<file path="src/rtl/sr_sel_pkg.sv">
package sr_sel_pkg;

    localparam int SEL_MODE_W  = 3;
    localparam int SEL_MAX_NTH = 3;
    localparam int SEL_CNT_W   = $clog2(SEL_MAX_NTH + 1);

    typedef enum logic [1:0] {
        SEL_NONE,
        SEL_EVERY,
        SEL_NTH
    } sel_kind_e;

    typedef struct packed {
        sel_kind_e              kind;
        logic [SEL_CNT_W-1:0]   nth;
    } sel_dec_t;

    typedef enum logic [1:0] {
        PK_IDLE,
        PK_WAIT,
        PK_SPENT
    } pick_state_e;

    typedef enum logic [1:0] {
        SQ_IDLE,
        SQ_HOLD,
        SQ_REL,
        SQ_RUN
    } seq_state_e;

    // Mode code to selection: 001 every edge, 010/011/101 first/second/third edge.
    function automatic sel_dec_t sel_decode(input logic [SEL_MODE_W-1:0] code);
        sel_dec_t d;
        d.kind = SEL_NONE;
        d.nth  = '0;
        unique case (code)
            3'b001: d.kind = SEL_EVERY;
            3'b010: begin d.kind = SEL_NTH; d.nth = SEL_CNT_W'(1); end
            3'b011: begin d.kind = SEL_NTH; d.nth = SEL_CNT_W'(2); end
            3'b101: begin d.kind = SEL_NTH; d.nth = SEL_CNT_W'(3); end
            default: d.kind = SEL_NONE;
        endcase
        return d;
    endfunction

endpackage

</file>
<file path="src/rtl/sr_sync_edge.sv">
module sr_sync_edge #(
    parameter int STAGES = 2
) (
    input  logic clk_i,
    input  logic rst_ni,
    input  logic level_i,
    output logic rise_o
);
    logic [STAGES-1:0] pipe_q;
    logic              prev_q;

    generate
        if (STAGES == 1) begin : g_one
            always_ff @(posedge clk_i or negedge rst_ni) begin
                if (!rst_ni) pipe_q <= '0;
                else         pipe_q <= level_i;
            end
        end else begin : g_chain
            always_ff @(posedge clk_i or negedge rst_ni) begin
                if (!rst_ni) pipe_q <= '0;
                else         pipe_q <= {pipe_q[STAGES-2:0], level_i};
            end
        end
    endgenerate

    always_ff @(posedge clk_i or negedge rst_ni) begin
        if (!rst_ni) prev_q <= 1'b0;
        else         prev_q <= pipe_q[STAGES-1];
    end

    assign rise_o = pipe_q[STAGES-1] & ~prev_q;

    // a detected edge lasts one cycle
    p_edge_single_r7: assert property (@(posedge clk_i) disable iff (!rst_ni)
        rise_o |=> !rise_o);

endmodule

</file>
<file path="src/rtl/sr_link_seq.sv">
module sr_link_seq
    import sr_sel_pkg::*;
#(
    parameter int STATE_W = 4
) (
    input  logic               clk_i,
    input  logic               rst_ni,
    input  logic [STATE_W-1:0] state_i,
    input  logic               core_rst_ni,
    output logic               run_o,
    output logic               start_o
);
    localparam logic [STATE_W-1:0] HOLD_CODE = '1;
    localparam logic [STATE_W-1:0] RUN_CODE  = '0;

    seq_state_e st_q, st_d;
    logic       start_q;
    logic       step_hold, step_rel, step_run;

    assign step_hold = (state_i == HOLD_CODE) && !core_rst_ni;
    assign step_rel  = (state_i == HOLD_CODE) &&  core_rst_ni;
    assign step_run  = (state_i == RUN_CODE)  &&  core_rst_ni;

    always_comb begin
        st_d = SQ_IDLE;
        if (step_hold) begin
            st_d = SQ_HOLD;
        end else begin
            unique case (st_q)
                SQ_IDLE: st_d = SQ_IDLE;
                SQ_HOLD: st_d = step_rel ? SQ_REL : SQ_IDLE;
                SQ_REL:  st_d = step_rel ? SQ_REL : (step_run ? SQ_RUN : SQ_IDLE);
                SQ_RUN:  st_d = step_run ? SQ_RUN : SQ_IDLE;
                default: st_d = SQ_IDLE;
            endcase
        end
    end

    always_ff @(posedge clk_i or negedge rst_ni) begin
        if (!rst_ni) st_q <= SQ_IDLE;
        else         st_q <= st_d;
    end

    always_ff @(posedge clk_i or negedge rst_ni) begin
        if (!rst_ni) start_q <= 1'b0;
        else         start_q <= (st_q == SQ_REL) && (st_d == SQ_RUN);
    end

    assign run_o   = (st_q == SQ_RUN);
    assign start_o = start_q;

    // run is only entered from the release step
    p_run_order_r4: assert property (@(posedge clk_i) disable iff (!rst_ni)
        $rose(run_o) |-> ($past(st_q) == SQ_REL));

    // the start pulse coincides with the first run cycle
    p_start_in_run_r4: assert property (@(posedge clk_i) disable iff (!rst_ni)
        start_o |-> (run_o && $rose(run_o)));

endmodule

</file>
<file path="src/rtl/sr_pulse_pick.sv">
module sr_pulse_pick
    import sr_sel_pkg::*;
(
    input  logic                  clk_i,
    input  logic                  rst_ni,
    input  logic                  enable_i,
    input  logic                  restart_i,
    input  logic                  edge_i,
    input  logic [SEL_MODE_W-1:0] mode_i,
    output logic                  fire_o
);
    localparam logic [SEL_CNT_W-1:0] CNT_MAX = '1;

    pick_state_e          st_q, st_d;
    logic [SEL_CNT_W-1:0] cnt_q, cnt_d, cnt_inc;
    logic                 fire_q, fire_d;
    sel_dec_t             dec;

    assign dec     = sel_decode(mode_i);
    assign cnt_inc = cnt_q + SEL_CNT_W'(1);

    always_comb begin
        st_d   = st_q;
        cnt_d  = cnt_q;
        fire_d = 1'b0;
        if (!enable_i) begin
            st_d  = PK_IDLE;
            cnt_d = '0;
        end else if (restart_i) begin
            st_d  = PK_WAIT;
            cnt_d = '0;
        end else begin
            unique case (st_q)
                PK_IDLE:  st_d = PK_IDLE;
                PK_WAIT: begin
                    if (edge_i) begin
                        unique case (dec.kind)
                            SEL_EVERY: fire_d = 1'b1;
                            SEL_NTH: begin
                                if (cnt_q != CNT_MAX) cnt_d = cnt_inc;
                                if (cnt_inc == dec.nth) begin
                                    fire_d = 1'b1;
                                    st_d   = PK_SPENT;
                                end
                            end
                            default: fire_d = 1'b0;
                        endcase
                    end
                end
                PK_SPENT: st_d = PK_SPENT;
                default:  st_d = PK_IDLE;
            endcase
        end
    end

    always_ff @(posedge clk_i or negedge rst_ni) begin
        if (!rst_ni) begin
            st_q  <= PK_IDLE;
            cnt_q <= '0;
        end else begin
            st_q  <= st_d;
            cnt_q <= cnt_d;
        end
    end

    always_ff @(posedge clk_i or negedge rst_ni) begin
        if (!rst_ni) fire_q <= 1'b0;
        else         fire_q <= fire_d;
    end

    assign fire_o = fire_q;

    // a strobe follows an edge seen one cycle earlier
    p_fire_after_edge_r7: assert property (@(posedge clk_i) disable iff (!rst_ni)
        fire_o |-> $past(edge_i));

    // a spent selector stays silent
    p_spent_silent_r5: assert property (@(posedge clk_i) disable iff (!rst_ni)
        (st_q == PK_SPENT) |=> !fire_o);

    // an edge in a restart cycle is not used
    p_restart_drops_edge_r6: assert property (@(posedge clk_i) disable iff (!rst_ni)
        restart_i |=> !fire_o);

    // codes outside the passing set never fire
    p_off_silent_r3: assert property (@(posedge clk_i) disable iff (!rst_ni)
        (dec.kind == SEL_NONE) |=> !fire_o);

    // strobes are one cycle wide outside every-edge mode
    p_fire_single_r7: assert property (@(posedge clk_i) disable iff (!rst_ni)
        (fire_o && dec.kind != SEL_EVERY) |=> !fire_o);

endmodule

</file>
<file path="src/rtl/sysref_pulse_select.sv">
module sysref_pulse_select
    import sr_sel_pkg::*;
#(
    parameter int SYNC_STAGES = 2,
    parameter int STATE_W     = 4
) (
    input  logic                  clk_i,
    input  logic                  rst_ni,
    input  logic                  sysref_i,
    input  logic [SEL_MODE_W-1:0] div_mode_i,
    input  logic                  div_mode_we_i,
    input  logic [SEL_MODE_W-1:0] lnk_mode_i,
    input  logic                  lnk_mode_we_i,
    input  logic [STATE_W-1:0]    lnk_state_i,
    input  logic                  lnk_core_rst_ni,
    output logic                  div_init_o,
    output logic                  lnk_init_o,
    output logic                  lnk_sync_no
);
    logic                  sr_rise;
    logic [SEL_MODE_W-1:0] div_mode_q, lnk_mode_q;
    logic                  div_restart;
    logic                  lnk_run, lnk_start;
    logic                  div_fire, lnk_fire;
    logic                  sync_n_q;

    sr_sync_edge #(.STAGES(SYNC_STAGES)) i_edge (
        .clk_i   (clk_i),
        .rst_ni  (rst_ni),
        .level_i (sysref_i),
        .rise_o  (sr_rise)
    );

    assign div_restart = div_mode_we_i && (div_mode_i != div_mode_q);

    always_ff @(posedge clk_i or negedge rst_ni) begin
        if (!rst_ni) begin
            div_mode_q <= '0;
            lnk_mode_q <= '0;
        end else begin
            if (div_mode_we_i) div_mode_q <= div_mode_i;
            if (lnk_mode_we_i) lnk_mode_q <= lnk_mode_i;
        end
    end

    sr_link_seq #(.STATE_W(STATE_W)) i_seq (
        .clk_i       (clk_i),
        .rst_ni      (rst_ni),
        .state_i     (lnk_state_i),
        .core_rst_ni (lnk_core_rst_ni),
        .run_o       (lnk_run),
        .start_o     (lnk_start)
    );

    sr_pulse_pick i_div_pick (
        .clk_i     (clk_i),
        .rst_ni    (rst_ni),
        .enable_i  (1'b1),
        .restart_i (div_restart),
        .edge_i    (sr_rise),
        .mode_i    (div_mode_q),
        .fire_o    (div_fire)
    );

    sr_pulse_pick i_lnk_pick (
        .clk_i     (clk_i),
        .rst_ni    (rst_ni),
        .enable_i  (lnk_run),
        .restart_i (lnk_start),
        .edge_i    (sr_rise),
        .mode_i    (lnk_mode_q),
        .fire_o    (lnk_fire)
    );

    always_ff @(posedge clk_i or negedge rst_ni) begin
        if (!rst_ni)       sync_n_q <= 1'b1;
        else if (!lnk_run) sync_n_q <= 1'b1;
        else if (lnk_fire) sync_n_q <= 1'b0;
    end

    assign div_init_o  = div_fire;
    assign lnk_init_o  = lnk_fire;
    assign lnk_sync_no = sync_n_q;

    // a link strobe inside the run setting lowers the sync request
    p_sync_req_r8: assert property (@(posedge clk_i) disable iff (!rst_ni)
        (lnk_init_o && lnk_run) |=> !lnk_sync_no);

    // the request is high whenever the link is out of the run setting
    p_sync_idle_r8: assert property (@(posedge clk_i) disable iff (!rst_ni)
        !lnk_run |=> lnk_sync_no);

    // no link strobe without the run setting one cycle earlier
    p_link_needs_run_r4: assert property (@(posedge clk_i) disable iff (!rst_ni)
        lnk_init_o |-> $past(lnk_run));

endmodule

</file>
<file path="config.mk">
export PLATFORM = sky130hd
export DESIGN_NAME = sysref_pulse_select
export DESIGN_NICKNAME = d
export VERILOG_FILES = /design/src/rtl/sr_sel_pkg.sv /design/src/rtl/sr_sync_edge.sv /design/src/rtl/sr_link_seq.sv /design/src/rtl/sr_pulse_pick.sv /design/src/rtl/sysref_pulse_select.sv
export SDC_FILE = /design/constraint.sdc
export NUM_CORES = 1
export LEC_CHECK = 0
export BUFFER_PORTS_ARGS = -buffer_cell sky130_fd_sc_hd__buf_4
export CAP_MARGIN = 10
export CORE_UTILIZATION = 57
export CTS_CLUSTER_DIAMETER = 200
export DETAILED_ROUTE_END_ITERATION = 8
export PLACE_DENSITY = 0.76
export REMOVE_ABC_BUFFERS = 1
export SLEW_MARGIN = 20
export SYNTH_ARGS = -nofsm -noshare
export SYNTH_HDL_FRONTEND = slang
export SYNTH_HIERARCHICAL = 1
export SYNTH_SLANG_ARGS = --single-unit
</file>
<file path="constraint.sdc">
create_clock -name clk_i -period 2.95 [get_ports clk_i]
set_clock_uncertainty 0.2 [all_clocks]
set_input_delay 0.59 -clock clk_i [delete_from_list [all_inputs] [get_ports clk_i]]
set_output_delay 0.59 -clock clk_i [all_outputs]
set_load 0.005 [all_outputs]
</file>
==> results.md <==
- The tightest hold path in the finished design has a slack of 0.179 ns.
- The clock network latency to the later pin of the worst-skew pair is 0.31 ns.
- The clock network fraction of total power is between 20% and 30%.
- Internal power comes to about 440 uW.
- During synthesis, Yosys emitted a total of 6 warnings.
- In this run, distinct cell masters in the synthesized netlist total 39.
- The share of synthesized flip-flops with an asynchronous set or reset is 100%.
- The initial antenna violation count came to 0.
- The placer's final routability congestion estimate is just under 0.8.
- The final critical delay including setup and external delays is 2.27 ns.
- The synthesis-to-finish area growth is 11.0%.
- The HPWL reported at the end of detailed placement is about 1900 um.
- CTS placed an instance of sky130_fd_sc_hd__clkbuf_4 at the clock tree root.
- The floorplan step defined a die boundary enclosing 0.00280 mm2.
- The number of cells on the worst reg-to-reg path is 8.
- The final design area excluding fillers is approximately 0.0016 mm2.
- The startpoint type of the worst setup path is a flip-flop.
- The total core area is approximately 0.0025 mm2.
- STA puts the critical path data required time at 2.95 ns.
- The capture point of the worst path is i_lnk_pick/st_q[1].
- The arrival time of the worst setup path is 2.27 ns.
- The number of antenna diodes is 0.
- After floorplanning, the core was divided into 18 placement rows.
- For this design the top-level I/O count stands at 19.
- The layout net count is ~190.
- The number of instances in the synthesized netlist is 141.
- The detailed router finished its first iteration with 10 violations.
- The routed layout has 1033 vias.
- The fraction of final layout cells with drive strength greater than 1 is 22.5%.
- The placed instance area is 0.00160 mm2.
- The first global-routing pass estimated just over 4000 um of wire.
- In this run the critical register-to-register path is launched from lnk_mode_q[1].
- The height of the die is about 53 um.
- Of the available clock period, the critical path in the final layout requires 76.8%.
- The final count of hold timing violations is 0.
- STA classifies the critical path endpoint as a flip-flop.
- The number of enable-type register cells in the synthesized netlist is 0.
- CTS built an H-tree with a depth of 1.
- The startpoint of the worst setup timing path is lnk_mode_q[1].
- Setup repair after global routing left no endpoint under its margin.
- The setup check on the worst reg-to-reg path leaves a slack of 0.68 ns.
- Sequential cells account for 58.1% of the total power.
- The fmax is approximately 440 MHz.
- Sequential elements use 39.1% of the synthesized area.
- The final routed wire length divided by cell count is 12.7 um.
- The share of the synthesized area in the top cell type is 37.3%.
- The detailed-route wire length is 2410 um.
- The endpoint identified for the worst register-to-register timing path is i_lnk_pick/st_q[1].
- In this run, CTS created clock tree buffers numbering 3.
- The power density relative to cell area is 369 mW/mm2.
- The via count of the first global-routing pass is 940.
- The remaining antenna violation count after routing is 0.
- The die width is 52.9 um.
- The tree built by TritonCTS fans out to 23 sinks.
- Summed over all layers, the global routing overflow is 0.
- During placement, the flow inserted port buffers numbering 18.
- The worst hold path class is reg2reg.
- Global routing consumed, over all layers together, 19.9% of the routing resources.
- In the post-synthesis netlist, the biggest area contributors are sky130_fd_sc_hd__dfrtp_1 37%, sky130_fd_sc_hd__ha_1 6.8%, sky130_fd_sc_hd__mux2_1 3.8%.
- In this run switching power makes up between 20% and 30% of total power.
- In the synthesized netlist the dominant register cell turns out to be sky130_fd_sc_hd__dfrtp_1.
- The total leakage power is 0.773 nW.
- The effective utilization at floorplan is 60.1%.
- Combinational logic burns 18.1% of the power.
- Across the run, the number of max-cap violations was 0.
- The start-to-end type of the worst setup path is reg2reg.
- The largest buffer count on any clock path is 2.
- After clock tree synthesis, the clock-pin slew on the worst setup and hold paths is 0.12 ns.
- TritonCTS built the clock tree.
- The max-slew violation count came to 0.
- The run finished with clean final reports.
- The largest fanout of any net on the critical path is 10.
- The cell area that synthesis handed to floorplanning was about 0.0015 mm2.
- The worst voltage drop across the vdd grid is between 300 and 400 uV.
- The total negative slack is 0 ns.
- The via density per instance is 5.44.
- The number of optimization iterations in the first detailed-route pass is 4.
- The number of setup violations in the final report is 0.
- The power spent charging and discharging nets is 167 uW.
- The average footprint of a synthesized cell is roughly 10 um2.
- After synthesis the netlist holds a flip-flop and latch count of 23.
- The pin count of the biggest net entering global routing is 24.
- In the routed design, unresolved DRC markers number 0.
- The synthesized design spends more area on one cell type than any other, namely sky130_fd_sc_hd__dfrtp_1.
==> routing by layer <==
layer / wire length [um] / vias to the layer above / part of all wire, % / track usage (%)
met5: 0 / - / 0 / 0
met4: 10 / 0 / 0.42 / 4.39
met3: 60 / 2 / 2.5 / 3.74
met2: 1200 / 15 / 50 / 31.0
met1: 1140 / 494 / 47 / 28.6
li1: - / 522 / - / -
==> area by class of cell <==
| class | count | area, um2 |
|---|---|---|
| clock buffer | 3 | 22.5 |
| clock inverter | 1 | 5.00 |
| fill | 207 | 816 |
| inverter | 9 | 33.8 |
| multi-input combinational | 105 | 818 |
| sequential | 23 | 577 |
| tap | 30 | 37.5 |
| timing repair buffer | 19 | 145 |
==> placed cells by master, fill, tap and decap left out, types with 2 or more instances in the layout <==
cell type	n
sky130_fd_sc_hd__dfrtp_1	22
sky130_fd_sc_hd__buf_4	18
sky130_fd_sc_hd__nor2_1	12
sky130_fd_sc_hd__inv_1	9
sky130_fd_sc_hd__ha_1	8
sky130_fd_sc_hd__xor2_1	6
sky130_fd_sc_hd__o21ai_0	6
sky130_fd_sc_hd__nor3b_1	6
sky130_fd_sc_hd__nand2_1	6
sky130_fd_sc_hd__mux2_1	5
sky130_fd_sc_hd__nand2b_1	5
sky130_fd_sc_hd__and2b_1	4
sky130_fd_sc_hd__nand3b_1	4
sky130_fd_sc_hd__clkbuf_4	3
sky130_fd_sc_hd__a21oi_1	3
sky130_fd_sc_hd__conb_1	3
sky130_fd_sc_hd__nor2b_1	2
sky130_fd_sc_hd__xnor2_2	2
sky130_fd_sc_hd__and3b_1	2
sky130_fd_sc_hd__o211ai_1	2
sky130_fd_sc_hd__a31oi_1	2
sky130_fd_sc_hd__nor3_1	2
sky130_fd_sc_hd__o21a_1	2
sky130_fd_sc_hd__or3_1	2
sky130_fd_sc_hd__nor4b_2	2
sky130_fd_sc_hd__a211oi_2	2
sky130_fd_sc_hd__and4_1	2
sky130_fd_sc_hd__o21ai_1	2
sky130_fd_sc_hd__o211ai_2	2
sky130_fd_sc_hd__mux2_4	2
sky130_fd_sc_hd__mux2i_1	2
==> cells in the mapped netlist (3+ instances only) <==
cell and number:
sky130_fd_sc_hd__nor3b_1 6, sky130_fd_sc_hd__nand2b_1 5, sky130_fd_sc_hd__buf_6 4, sky130_fd_sc_hd__inv_1 9, sky130_fd_sc_hd__nand3b_1 4, sky130_fd_sc_hd__dfrtp_1 22, sky130_fd_sc_hd__a21oi_1 3, sky130_fd_sc_hd__nand2_1 6
sky130_fd_sc_hd__and2b_1 4, sky130_fd_sc_hd__nor2_1 12, sky130_fd_sc_hd__xor2_1 6, sky130_fd_sc_hd__ha_1 8, sky130_fd_sc_hd__mux2_1 5, sky130_fd_sc_hd__o21ai_0 6
==> repair_timing <==
item,CTS,global route
endpoints found under the hold margin,22,0
buffers inserted,0,0
gates resized for setup,0,0
hold buffers,1,0
==> flip-flops by register name, summed over array words and instances (netlist names) <==
name and flops:
i_div_pick/cnt_q 2, i_div_pick/fire_o 1, i_lnk_pick/cnt_q 2, i_edge/prev_q 1, i_lnk_pick/st_q 2, i_lnk_pick/fire_o 1
i_div_pick/st_q 2, lnk_mode_q 3, i_seq/start_o 1, div_mode_q 3, i_edge/pipe_q 2, lnk_sync_no 1
i_seq/st_q 2
==> worst max-delay path: stages (launching register included) <==
cell and delay, ns:
sky130_fd_sc_hd__dfrtp_1 0.53, sky130_fd_sc_hd__and2b_1 0.24, sky130_fd_sc_hd__a21oi_1 0.21, sky130_fd_sc_hd__inv_1 0.07, sky130_fd_sc_hd__ha_1 0.21, sky130_fd_sc_hd__and4_1 0.18, sky130_fd_sc_hd__o21ai_1 0.09, sky130_fd_sc_hd__o211ai_2 0.14
sky130_fd_sc_hd__mux2_4 0.31
==> cell families (layout without fill, tap and decap cells) <==
family                   after synthesis  after routing  synth area share (%)
other                                  1              3                 0.254
flip-flops                            23             23                  39.1
XOR/XNOR                               8              8                  5.76
AO/OA/AOI/OAI                         22             22                  10.6
multiplexers                          10             10                  7.97
adder cells (fa/ha/maj)                8              8                  6.78
AND/OR/NAND/NOR                       54             54                  23.6
buffers and inverters                 15             32                  6.02
==> power groups by stage <==
stage	sequential [mW]	combinational (mW)	clock [mW]
after global placement	0.357	0.105	0
after CTS	0.352	0.111	0.153
after detailed placement	0.358	0.109	0
final	0.352	0.109	0.144
after global routing	0.356	0.124	0.168
after floorplan	0.353	0.0722	0
==> per-stage QoR <==
stage | setup WS, ns | utilization (%) | total power, mW | instances
2_1_floorplan | 0.859 | - | 0.425 | 137
3_3_place_gp | 0.751 | 65.2 | 0.462 | 185
3_5_place_dp | 0.717 | 65.2 | 0.467 | 185
4_1_cts | 0.686 | 66.8 | 0.616 | 190
5_1_grt | 0.511 | 66.8 | 0.648 | 190
6_report | 0.684 | 66.8 | 0.605 | 190
==> worst min path at each step <==
stage / end / cells after the start / startpoint
final: i_edge/pipe_q[1] / 0 / i_edge/pipe_q[0]
after global routing: i_edge/pipe_q[0] / 1 / sysref_i
after CTS: i_edge/pipe_q[0] / 1 / sysref_i
after detailed placement: i_edge/pipe_q[1] / 0 / i_edge/pipe_q[0]
after global placement: i_edge/pipe_q[1] / 0 / i_edge/pipe_q[0]
after floorplan: div_mode_q[0] / 0 / rst_ni
Power figures use the tool's default switching activity.
